<file path="config.mk">
export PLATFORM = sky130hd
export DESIGN_NAME = crt_timing_gen
export DESIGN_NICKNAME = d
export VERILOG_FILES = /design/src/rtl/crt_tg_pkg.sv /design/src/rtl/crt_tg_regs.sv /design/src/rtl/crt_tg_axis.sv /design/src/rtl/crt_tg_out.sv /design/src/rtl/crt_timing_gen.sv
export SDC_FILE = /design/constraint.sdc
export NUM_CORES = 1
export LEC_CHECK = 0
export BUFFER_PORTS_ARGS = -buffer_cell sky130_fd_sc_hd__buf_2
export CAP_MARGIN = 20
export CORE_ASPECT_RATIO = 0.8
export CORE_MARGIN = 1.5
export CORE_UTILIZATION = 50
export CTS_BUF_LIST = sky130_fd_sc_hd__clkbuf_8
export DETAILED_ROUTE_END_ITERATION = 10
export GPL_TIMING_DRIVEN = 0
export PLACE_DENSITY = 0.73
export SYNTH_ARGS = -nofsm -noshare
export SYNTH_HDL_FRONTEND = slang
export SYNTH_SLANG_ARGS = --single-unit
</file>
<file path="constraint.sdc">
create_clock -name clk -period 5.5 [get_ports clk]
set_input_delay 0.275 -clock clk [delete_from_list [all_inputs] [get_ports clk]]
set_output_delay 0.275 -clock clk [all_outputs]
set_load 0.1 [all_outputs]
</file>
<file path="src/rtl/crt_tg_pkg.sv">
// Package: shared types and register addresses for the CRT timing generator.
// Assumes a word-addressed register port of eight locations.
package crt_tg_pkg;

    typedef enum logic [2:0] {
        PWR_ON    = 3'd0,
        PWR_BLANK = 3'd1,
        PWR_VSUSP = 3'd2,
        PWR_HSUSP = 3'd3,
        PWR_OFF   = 3'd4
    } pwr_mode_e;

    // Configuration word, LSB first: run, update-now, hpol, vpol, power mode.
    typedef struct packed {
        logic [2:0] pwr;
        logic       vpol;
        logic       hpol;
        logic       upd_now;
        logic       tg_en;
    } cfg_t;

    localparam int CFG_W = $bits(cfg_t);

    localparam logic [2:0] A_KEY  = 3'd0;
    localparam logic [2:0] A_CFG  = 3'd7;

    // Index of each timing word inside the shadow arrays (address = index + 1).
    localparam int T_HACT = 0;
    localparam int T_HBLK = 1;
    localparam int T_HSYN = 2;
    localparam int T_VACT = 3;
    localparam int T_VBLK = 4;
    localparam int T_VSYN = 5;
    localparam int N_TREG = 6;

endpackage

</file>
<file path="src/rtl/crt_tg_regs.sv">
// Register file: key-guarded shadow timing words, configuration,
// and working copies loaded at once or at frame wrap.
// Assumes TW <= DW/2 and that reg_addr is stable while reg_rdata is used.
module crt_tg_regs
    import crt_tg_pkg::*;
#(
    parameter int          DW  = 32,
    parameter int          AW  = 3,
    parameter int          TW  = 12,
    parameter logic [31:0] KEY = 32'hC0DE_5A17
) (
    input  logic                     clk,
    input  logic                     rst_n,
    input  logic                     we,
    input  logic [AW-1:0]            addr,
    input  logic [DW-1:0]            wdata,
    output logic [DW-1:0]            rdata,
    input  logic                     frame_end,
    output cfg_t                     cfg,
    output logic [N_TREG-1:0][TW-1:0] work_lo,
    output logic [N_TREG-1:0][TW-1:0] work_hi
);
    localparam int HALF = DW / 2;

    logic                      unlocked;
    logic [N_TREG-1:0][TW-1:0] sh_lo;
    logic [N_TREG-1:0][TW-1:0] sh_hi;
    logic                      load_work;

    // Key register: only the exact key opens the guarded registers.
    always_ff @(posedge clk) begin
        if (!rst_n)
            unlocked <= 1'b0;
        else if (we && addr == AW'(A_KEY))
            unlocked <= (wdata == DW'(KEY));
    end

    // Shadow timing words, written only while unlocked.
    always_ff @(posedge clk) begin
        if (!rst_n) begin
            sh_lo <= '0;
            sh_hi <= '0;
        end else if (we && unlocked) begin
            for (int i = 0; i < N_TREG; i++) begin
                if (addr == AW'(i + 1)) begin
                    sh_lo[i] <= wdata[TW-1:0];
                    sh_hi[i] <= wdata[HALF +: TW];
                end
            end
        end
    end

    // Configuration word, written only while unlocked.
    always_ff @(posedge clk) begin
        if (!rst_n)
            cfg <= '0;
        else if (we && unlocked && addr == AW'(A_CFG))
            cfg <= cfg_t'(wdata[CFG_W-1:0]);
    end

    // Working copies follow the shadows when stopped, in immediate mode, or at frame wrap.
    assign load_work = !cfg.tg_en || cfg.upd_now || frame_end;

    always_ff @(posedge clk) begin
        if (!rst_n) begin
            work_lo <= '0;
            work_hi <= '0;
        end else if (load_work) begin
            work_lo <= sh_lo;
            work_hi <= sh_hi;
        end
    end

    // Read mux: key lock state, timing shadows, configuration.
    always_comb begin
        rdata = '0;
        if (addr == AW'(A_KEY)) begin
            rdata[0] = unlocked;
        end else if (addr == AW'(A_CFG)) begin
            rdata[CFG_W-1:0] = cfg;
        end else begin
            for (int i = 0; i < N_TREG; i++) begin
                if (addr == AW'(i + 1)) begin
                    rdata[0 +: TW]    = sh_lo[i];
                    rdata[HALF +: TW] = sh_hi[i];
                end
            end
        end
    end

    // a guarded write while locked leaves every guarded register untouched.
    p_locked_hold_r2: assert property (@(posedge clk) disable iff (!rst_n)
        (we && !unlocked && addr != AW'(A_KEY)) |=>
            ($stable(sh_lo) && $stable(sh_hi) && $stable(cfg)));

    // in deferred mode the working timing only moves at frame wrap.
    p_defer_hold_r11: assert property (@(posedge clk) disable iff (!rst_n)
        (cfg.tg_en && !cfg.upd_now && !frame_end) |=>
            ($stable(work_lo) && $stable(work_hi)));

endmodule

</file>
<file path="src/rtl/crt_tg_axis.sv">
// One raster axis: a wrapping counter plus active, blank and sync window decode.
// Assumes boundaries are given as value-minus-one, as stored in the registers.
module crt_tg_axis #(
    parameter int TW = 12
) (
    input  logic          clk,
    input  logic          rst_n,
    input  logic          run,
    input  logic          step,
    input  logic [TW-1:0] act_m1,
    input  logic [TW-1:0] tot_m1,
    input  logic [TW-1:0] bs_m1,
    input  logic [TW-1:0] be_m1,
    input  logic [TW-1:0] ss_m1,
    input  logic [TW-1:0] se_m1,
    output logic          last,
    output logic          in_act,
    output logic          in_blk,
    output logic          in_syn
);
    logic [TW-1:0] cnt;

    assign last = (cnt >= tot_m1);

    // Position counter: held at zero when stopped, wraps after the total.
    always_ff @(posedge clk) begin
        if (!rst_n || !run)
            cnt <= '0;
        else if (step)
            cnt <= last ? '0 : cnt + TW'(1);
    end

    // Window decode against the programmed boundaries.
    always_comb begin
        in_act = (cnt <= act_m1);
        in_blk = (cnt > bs_m1) && (cnt <= be_m1);
        in_syn = (cnt > ss_m1) && (cnt <= se_m1);
    end

    // a step at or past the total returns the counter to zero.
    p_wrap_to_zero_r3: assert property (@(posedge clk) disable iff (!rst_n)
        (run && step && last) |=> (cnt == '0));

    // a stopped axis sits at zero.
    p_stopped_zero_r10: assert property (@(posedge clk) disable iff (!rst_n)
        !run |=> (cnt == '0));

endmodule

</file>
<file path="src/rtl/crt_tg_out.sv">
// Output stage: applies power-mode gating and polarity, registers all strobes.
// Assumes the window inputs come from the two axis decoders of the same clock.
module crt_tg_out
    import crt_tg_pkg::*;
(
    input  logic      clk,
    input  logic      rst_n,
    input  logic      run,
    input  logic      hpol,
    input  logic      vpol,
    input  pwr_mode_e pwr,
    input  logic      h_act,
    input  logic      v_act,
    input  logic      h_blk,
    input  logic      v_blk,
    input  logic      h_syn,
    input  logic      v_syn,
    output logic      active_o,
    output logic      blank_o,
    output logic      hsync_o,
    output logic      vsync_o
);
    logic dac_ok;
    logic hs_ok;
    logic vs_ok;

    // Power-mode decode into the three independent gates.
    always_comb begin
        unique case (pwr)
            PWR_ON:    {dac_ok, hs_ok, vs_ok} = 3'b111;
            PWR_BLANK: {dac_ok, hs_ok, vs_ok} = 3'b011;
            PWR_VSUSP: {dac_ok, hs_ok, vs_ok} = 3'b010;
            PWR_HSUSP: {dac_ok, hs_ok, vs_ok} = 3'b001;
            default:   {dac_ok, hs_ok, vs_ok} = 3'b000;
        endcase
    end

    // Registered strobes; syncs idle at the inverse of their polarity.
    always_ff @(posedge clk) begin
        if (!rst_n) begin
            active_o <= 1'b0;
            blank_o  <= 1'b1;
            hsync_o  <= 1'b1;
            vsync_o  <= 1'b1;
        end else begin
            active_o <= run && h_act && v_act;
            blank_o  <= !run || !dac_ok || h_blk || v_blk;
            hsync_o  <= (run && hs_ok && h_syn) ? hpol : !hpol;
            vsync_o  <= (run && vs_ok && v_syn) ? vpol : !vpol;
        end
    end

    // any mode other than unblanked forces blank.
    p_blank_forced_r9: assert property (@(posedge clk) disable iff (!rst_n)
        (pwr != PWR_ON) |=> blank_o);

    // hsync-suspend and power-down hold hsync idle.
    p_hs_gated_r9: assert property (@(posedge clk) disable iff (!rst_n)
        (pwr == PWR_HSUSP || pwr == PWR_OFF) |=> (hsync_o == !$past(hpol)));

    // vsync-suspend and power-down hold vsync idle.
    p_vs_gated_r9: assert property (@(posedge clk) disable iff (!rst_n)
        (pwr == PWR_VSUSP || pwr == PWR_OFF) |=> (vsync_o == !$past(vpol)));

    // stopped generator shows idle syncs, no video, blank on.
    p_idle_r10: assert property (@(posedge clk) disable iff (!rst_n)
        !run |=> (!active_o && blank_o && hsync_o == !$past(hpol)
                  && vsync_o == !$past(vpol)));

endmodule

</file>
<file path="src/rtl/crt_timing_gen.sv">
// Top: register file, horizontal and vertical axes, output stage.
// Assumes one pixel clock for both the register port and the raster.
module crt_timing_gen
    import crt_tg_pkg::*;
#(
    parameter int          DW  = 32,
    parameter int          AW  = 3,
    parameter int          TW  = 12,
    parameter logic [31:0] KEY = 32'hC0DE_5A17
) (
    input  logic          clk,
    input  logic          rst_n,
    input  logic          reg_we,
    input  logic [AW-1:0] reg_addr,
    input  logic [DW-1:0] reg_wdata,
    output logic [DW-1:0] reg_rdata,
    output logic          active_video,
    output logic          blank,
    output logic          hsync,
    output logic          vsync
);
    localparam int N_AX = 2;

    cfg_t                      cfg;
    logic [N_TREG-1:0][TW-1:0] work_lo;
    logic [N_TREG-1:0][TW-1:0] work_hi;
    logic                      run;
    logic                      frame_end;
    logic [N_AX-1:0]           ax_step;
    logic [N_AX-1:0]           ax_last;
    logic [N_AX-1:0]           ax_act;
    logic [N_AX-1:0]           ax_blk;
    logic [N_AX-1:0]           ax_syn;

    crt_tg_regs #(.DW(DW), .AW(AW), .TW(TW), .KEY(KEY)) regs_i (
        .clk       (clk),
        .rst_n     (rst_n),
        .we        (reg_we),
        .addr      (reg_addr),
        .wdata     (reg_wdata),
        .rdata     (reg_rdata),
        .frame_end (frame_end),
        .cfg       (cfg),
        .work_lo   (work_lo),
        .work_hi   (work_hi)
    );

    // Stepping chain: pixels every clock, lines on horizontal wrap.
    assign run        = cfg.tg_en;
    assign ax_step[0] = run;
    assign ax_step[1] = run && ax_last[0];
    assign frame_end  = run && ax_last[0] && ax_last[1];

    for (genvar a = 0; a < N_AX; a++) begin : g_axis
        localparam int B = a * 3;
        crt_tg_axis #(.TW(TW)) axis_i (
            .clk    (clk),
            .rst_n  (rst_n),
            .run    (run),
            .step   (ax_step[a]),
            .act_m1 (work_lo[B]),
            .tot_m1 (work_hi[B]),
            .bs_m1  (work_lo[B+1]),
            .be_m1  (work_hi[B+1]),
            .ss_m1  (work_lo[B+2]),
            .se_m1  (work_hi[B+2]),
            .last   (ax_last[a]),
            .in_act (ax_act[a]),
            .in_blk (ax_blk[a]),
            .in_syn (ax_syn[a])
        );
    end

    crt_tg_out out_i (
        .clk      (clk),
        .rst_n    (rst_n),
        .run      (run),
        .hpol     (cfg.hpol),
        .vpol     (cfg.vpol),
        .pwr      (pwr_mode_e'(cfg.pwr)),
        .h_act    (ax_act[0]),
        .v_act    (ax_act[1]),
        .h_blk    (ax_blk[0]),
        .v_blk    (ax_blk[1]),
        .h_syn    (ax_syn[0]),
        .v_syn    (ax_syn[1]),
        .active_o (active_video),
        .blank_o  (blank),
        .hsync_o  (hsync),
        .vsync_o  (vsync)
    );

endmodule

</file>
==> flow_summary.ini <==
[sta]
rsz0062_at_grt = no
timing.setup.tns_ns = 0
max_slew.worst_pin.slew_ns = 1.00
slew_headroom_pct = 33.2
period_share_pct = 66.5
finalClockSkew_ns = 0.0198
fmax_mhz = 273
setup_viol = 0
min_period_ns = 3.66
slew_viol_final = 0
final_hold_viol_count = 0

[worst_setup_path]
worstSetupEndpointType = primary output
startpoint = reg_addr[2]
r2r_setup_slack_ns = 2.11
reg2reg_to = regs_i.work_hi[28]$_SDFFE_PN0P_
arrival_ns = 3.38
r2r_start = g_axis[0].axis_i.cnt[4]$_SDFFE_PP0P_
worst-path-max-fanout = 10
criticalPathCategory = in -> out
cp.required_ns = 5.22
startpoint_type = primary input
rr_worst_depth = 10

[placement]
gp_congestion = 0.964
placed_cell_area_um2 = 18400
dpl.hpwl_mm = 43.8
port_buffers = 57

[floorplan]
fp.dieH_um = 170
die_w_um = 212
rows = 61
fp.dieArea_um2 = 36200
coreArea_um2 = 34700
ios = 74
start_util_pct = 50.6

[detailed_routing]
routed_wl_mm = 57.0
drc = 0
vias = 15800
avgViaCountPerCell = 5.68
drtAntennaViolNets = 0
dr.pass1.iters = 7
wl_per_cell_um = 20.5
drt_iter0_markers = 1501

[global_routing]
grtUsageTotal_pct = 31.5
grt_first_pass_wirelength_mm = 85.9
grt_max_degree = 14
antenna_found_initial = 1
grt-ovfl-total = 0
grt_pass1_vias = 15400

[yosys]
ys.flop_type = dfxtp_1
synth_edf_count = 0
yosys_warnings = 0
yosysUniqueCellTypes = 58
synthCells = 2132
yosysTopAreaCellShare_pct = 37.0
avgSynthCellArea_um2 = 8.22
synth_largest_area_cell = dfxtp_1
synth-seq-cells = 324
synth.area.top_cells = dfxtp_1 (37%), nand2_1 (13%), ha_1 (10%), mux2i_1 (9.6%), a21boi_0 (6.2%)
yosysSeqAreaShare_pct = 37.0
async_reset_ff_share_pct = 0
syn-cell-area_um2 = 17500

[clock_network]
cts-root-buf = clkbuf_8
cts_tree = yes
clock_latency_ns = 0.62
cts.path.max_buffers = 3
cts.repair.resized = 0
cts_buffers = 53
path_clk_slew_ns = 0.06
post_cts_buffers = 0
cts.sinks = 324
h-tree-depth = 2

[hold_path]
hp-start = reg_wdata[9]
hold_class = in -> reg
worstHoldEndpoint = regs_i.sh_lo[33]$_SDFFE_PN0P_
min_path_cells = 3

[power_and_ir_drop]
cellPowerDensity_nw_per_um2 = 244
vdd_drop_max_uv = 208
power_leakage_nw = 7.06

[finish]
layout-drive-gt1-share_pct = 8.43
nets = 2447
n_antenna_cell = 0
syn_to_final_growth_pct = 11.8
fillCellCount = 3205
design_area_um2 = 19600

[outcome]
status = complete, no violations

[run]
cap_violations = 0
-- cell usage in the layout (no fill, tap or decap), types with 31 or more instances in the layout --
cell type / count
a21o_1: 35
a21boi_0: 144
clkbuf_8: 68
o21ai_0: 31
inv_1: 170
dfxtp_1: 324
mux2i_1: 169
a21oi_1: 92
ha_1: 146
nand2_1: 609
nand4_1: 32
nor2_1: 55
clkbuf_1: 100
buf_2: 60
-- cell usage after synthesis (3+ instances only) --
master	number
and4_1	3
buf_1	5
nand3_1	24
o211ai_1	7
dfxtp_1	324
buf_4	16
xor2_1	4
or4_1	3
nor4bb_1	3
ha_1	146
buf_2	3
a221oi_1	19
nand4_1	32
a22oi_1	6
a21boi_0	144
a221o_1	3
o21a_1	4
mux4_2	4
clkbuf_1	100
nand2b_1	9
mux2_2	22
or3_1	6
and3_1	6
o22ai_1	4
mux2i_1	169
nand2_1	609
nor2_1	55
a21oi_1	92
o21ai_0	31
nor3_1	13
a31oi_1	3
xnor2_1	6
a211oi_1	6
inv_1	149
nor2b_1	27
o221a_2	6
a21o_1	35
buf_6	7
-- area by class of cell --
| cell class | count | area, µm² | area share (%) |
|---|---|---|---|
| inverters | 149 | 559 | 2.85 |
| repair buffers | 69 | 403 | 2.06 |
| clock buffers | 68 | 936 | 4.78 |
| multi-input cells | 1534 | 9890 | 50.5 |
| flip-flops and latches | 324 | 6490 | 33.1 |
| plain buffers | 132 | 623 | 3.18 |
| well taps | 472 | 591 | 3.01 |
| clock inverters | 26 | 109 | 0.556 |
-- worst max-delay path, cell delays in order --
cell and delay (ns):
buf_2 0.13, clkbuf_1 0.34, buf_1 0.55, buf_1 0.67, clkbuf_1 0.63, a221oi_1 0.12, a21oi_1 0.20, buf_2 0.46
-- kinds of logic after synthesis --
group	Yosys count	share of synthesized area (%)
AOI/OAI and AO/OA	374	14.7
xor gates and xnor gates	10	0.500
adders and majority gates	146	10.4
buffers and inverters	281	6.74
DFF	324	37.0
muxes	195	11.6
other	1	0.0214
and+or+nand+nor	801	19.0
-- metrics by stage --
stage               instances  worst slack (ns)  total power, mW  util (%)  hold WS, ns
finish                   2774              1.84             4.78      56.6      0.00882
detailed placement       2668              1.99             2.70      53.2        0.452
floorplan                2139              2.11             2.60         -        0.420
global placement         2668              1.93             2.70      53.2        0.448
CTS                      2773              1.98             4.77      56.5      0.00661
global route             2774              1.75             4.90      56.6       0.0232
-- worst max-delay path by stage --
| stage | end | slack, ns | cells past startpoint |
|---|---|---|---|
| after floorplan | reg_rdata[5] | 2.11 | 6 |
| after global placement | reg_rdata[6] | 1.93 | 8 |
| after detailed placement | reg_rdata[6] | 1.99 | 8 |
| after CTS | reg_rdata[6] | 1.98 | 8 |
| after global routing | reg_rdata[5] | 1.75 | 8 |
| final | reg_rdata[6] | 1.84 | 8 |
-- power by group --
group | internal, mW | switching [mW] | total (mW)
clock | 1.10 | 1.01 | 2.11
combinational | 0.0675 | 0.252 | 0.319
sequential | 2.35 | 0.00000000000125 | 2.35
total | 3.51 | 1.26 | 4.78
-- state kept, by name, indices dropped and copies added, names as in the netlist --
name and flops:
g_axis.axis_i.cnt 24, out_i.active_o 1, out_i.blank_o 1, out_i.hsync_o 1, out_i.vsync_o 1, regs_i.cfg 7, regs_i.sh_hi 72, regs_i.sh_lo 72
regs_i.unlocked 1, regs_i.work_hi 72, regs_i.work_lo 72
-- timing repair --
action	CTS	global route
hold buffers	11	0
endpoints found under the hold margin	47	0
setup endpoints to repair	0	0
-- layer usage --
| metal | GRT usage (%) | wire [µm] | up-vias |
|---|---|---|---|
| met1 | 42.6 | 24700 | 7492 |
| met5 | 1.66 | 73 | - |
| met3 | 8.01 | 6060 | 130 |
| met4 | 11.0 | 1850 | 2 |
| li1 | - | - | 7445 |
| met2 | 48.3 | 24300 | 700 |
Power figures use the tool's default switching activity.
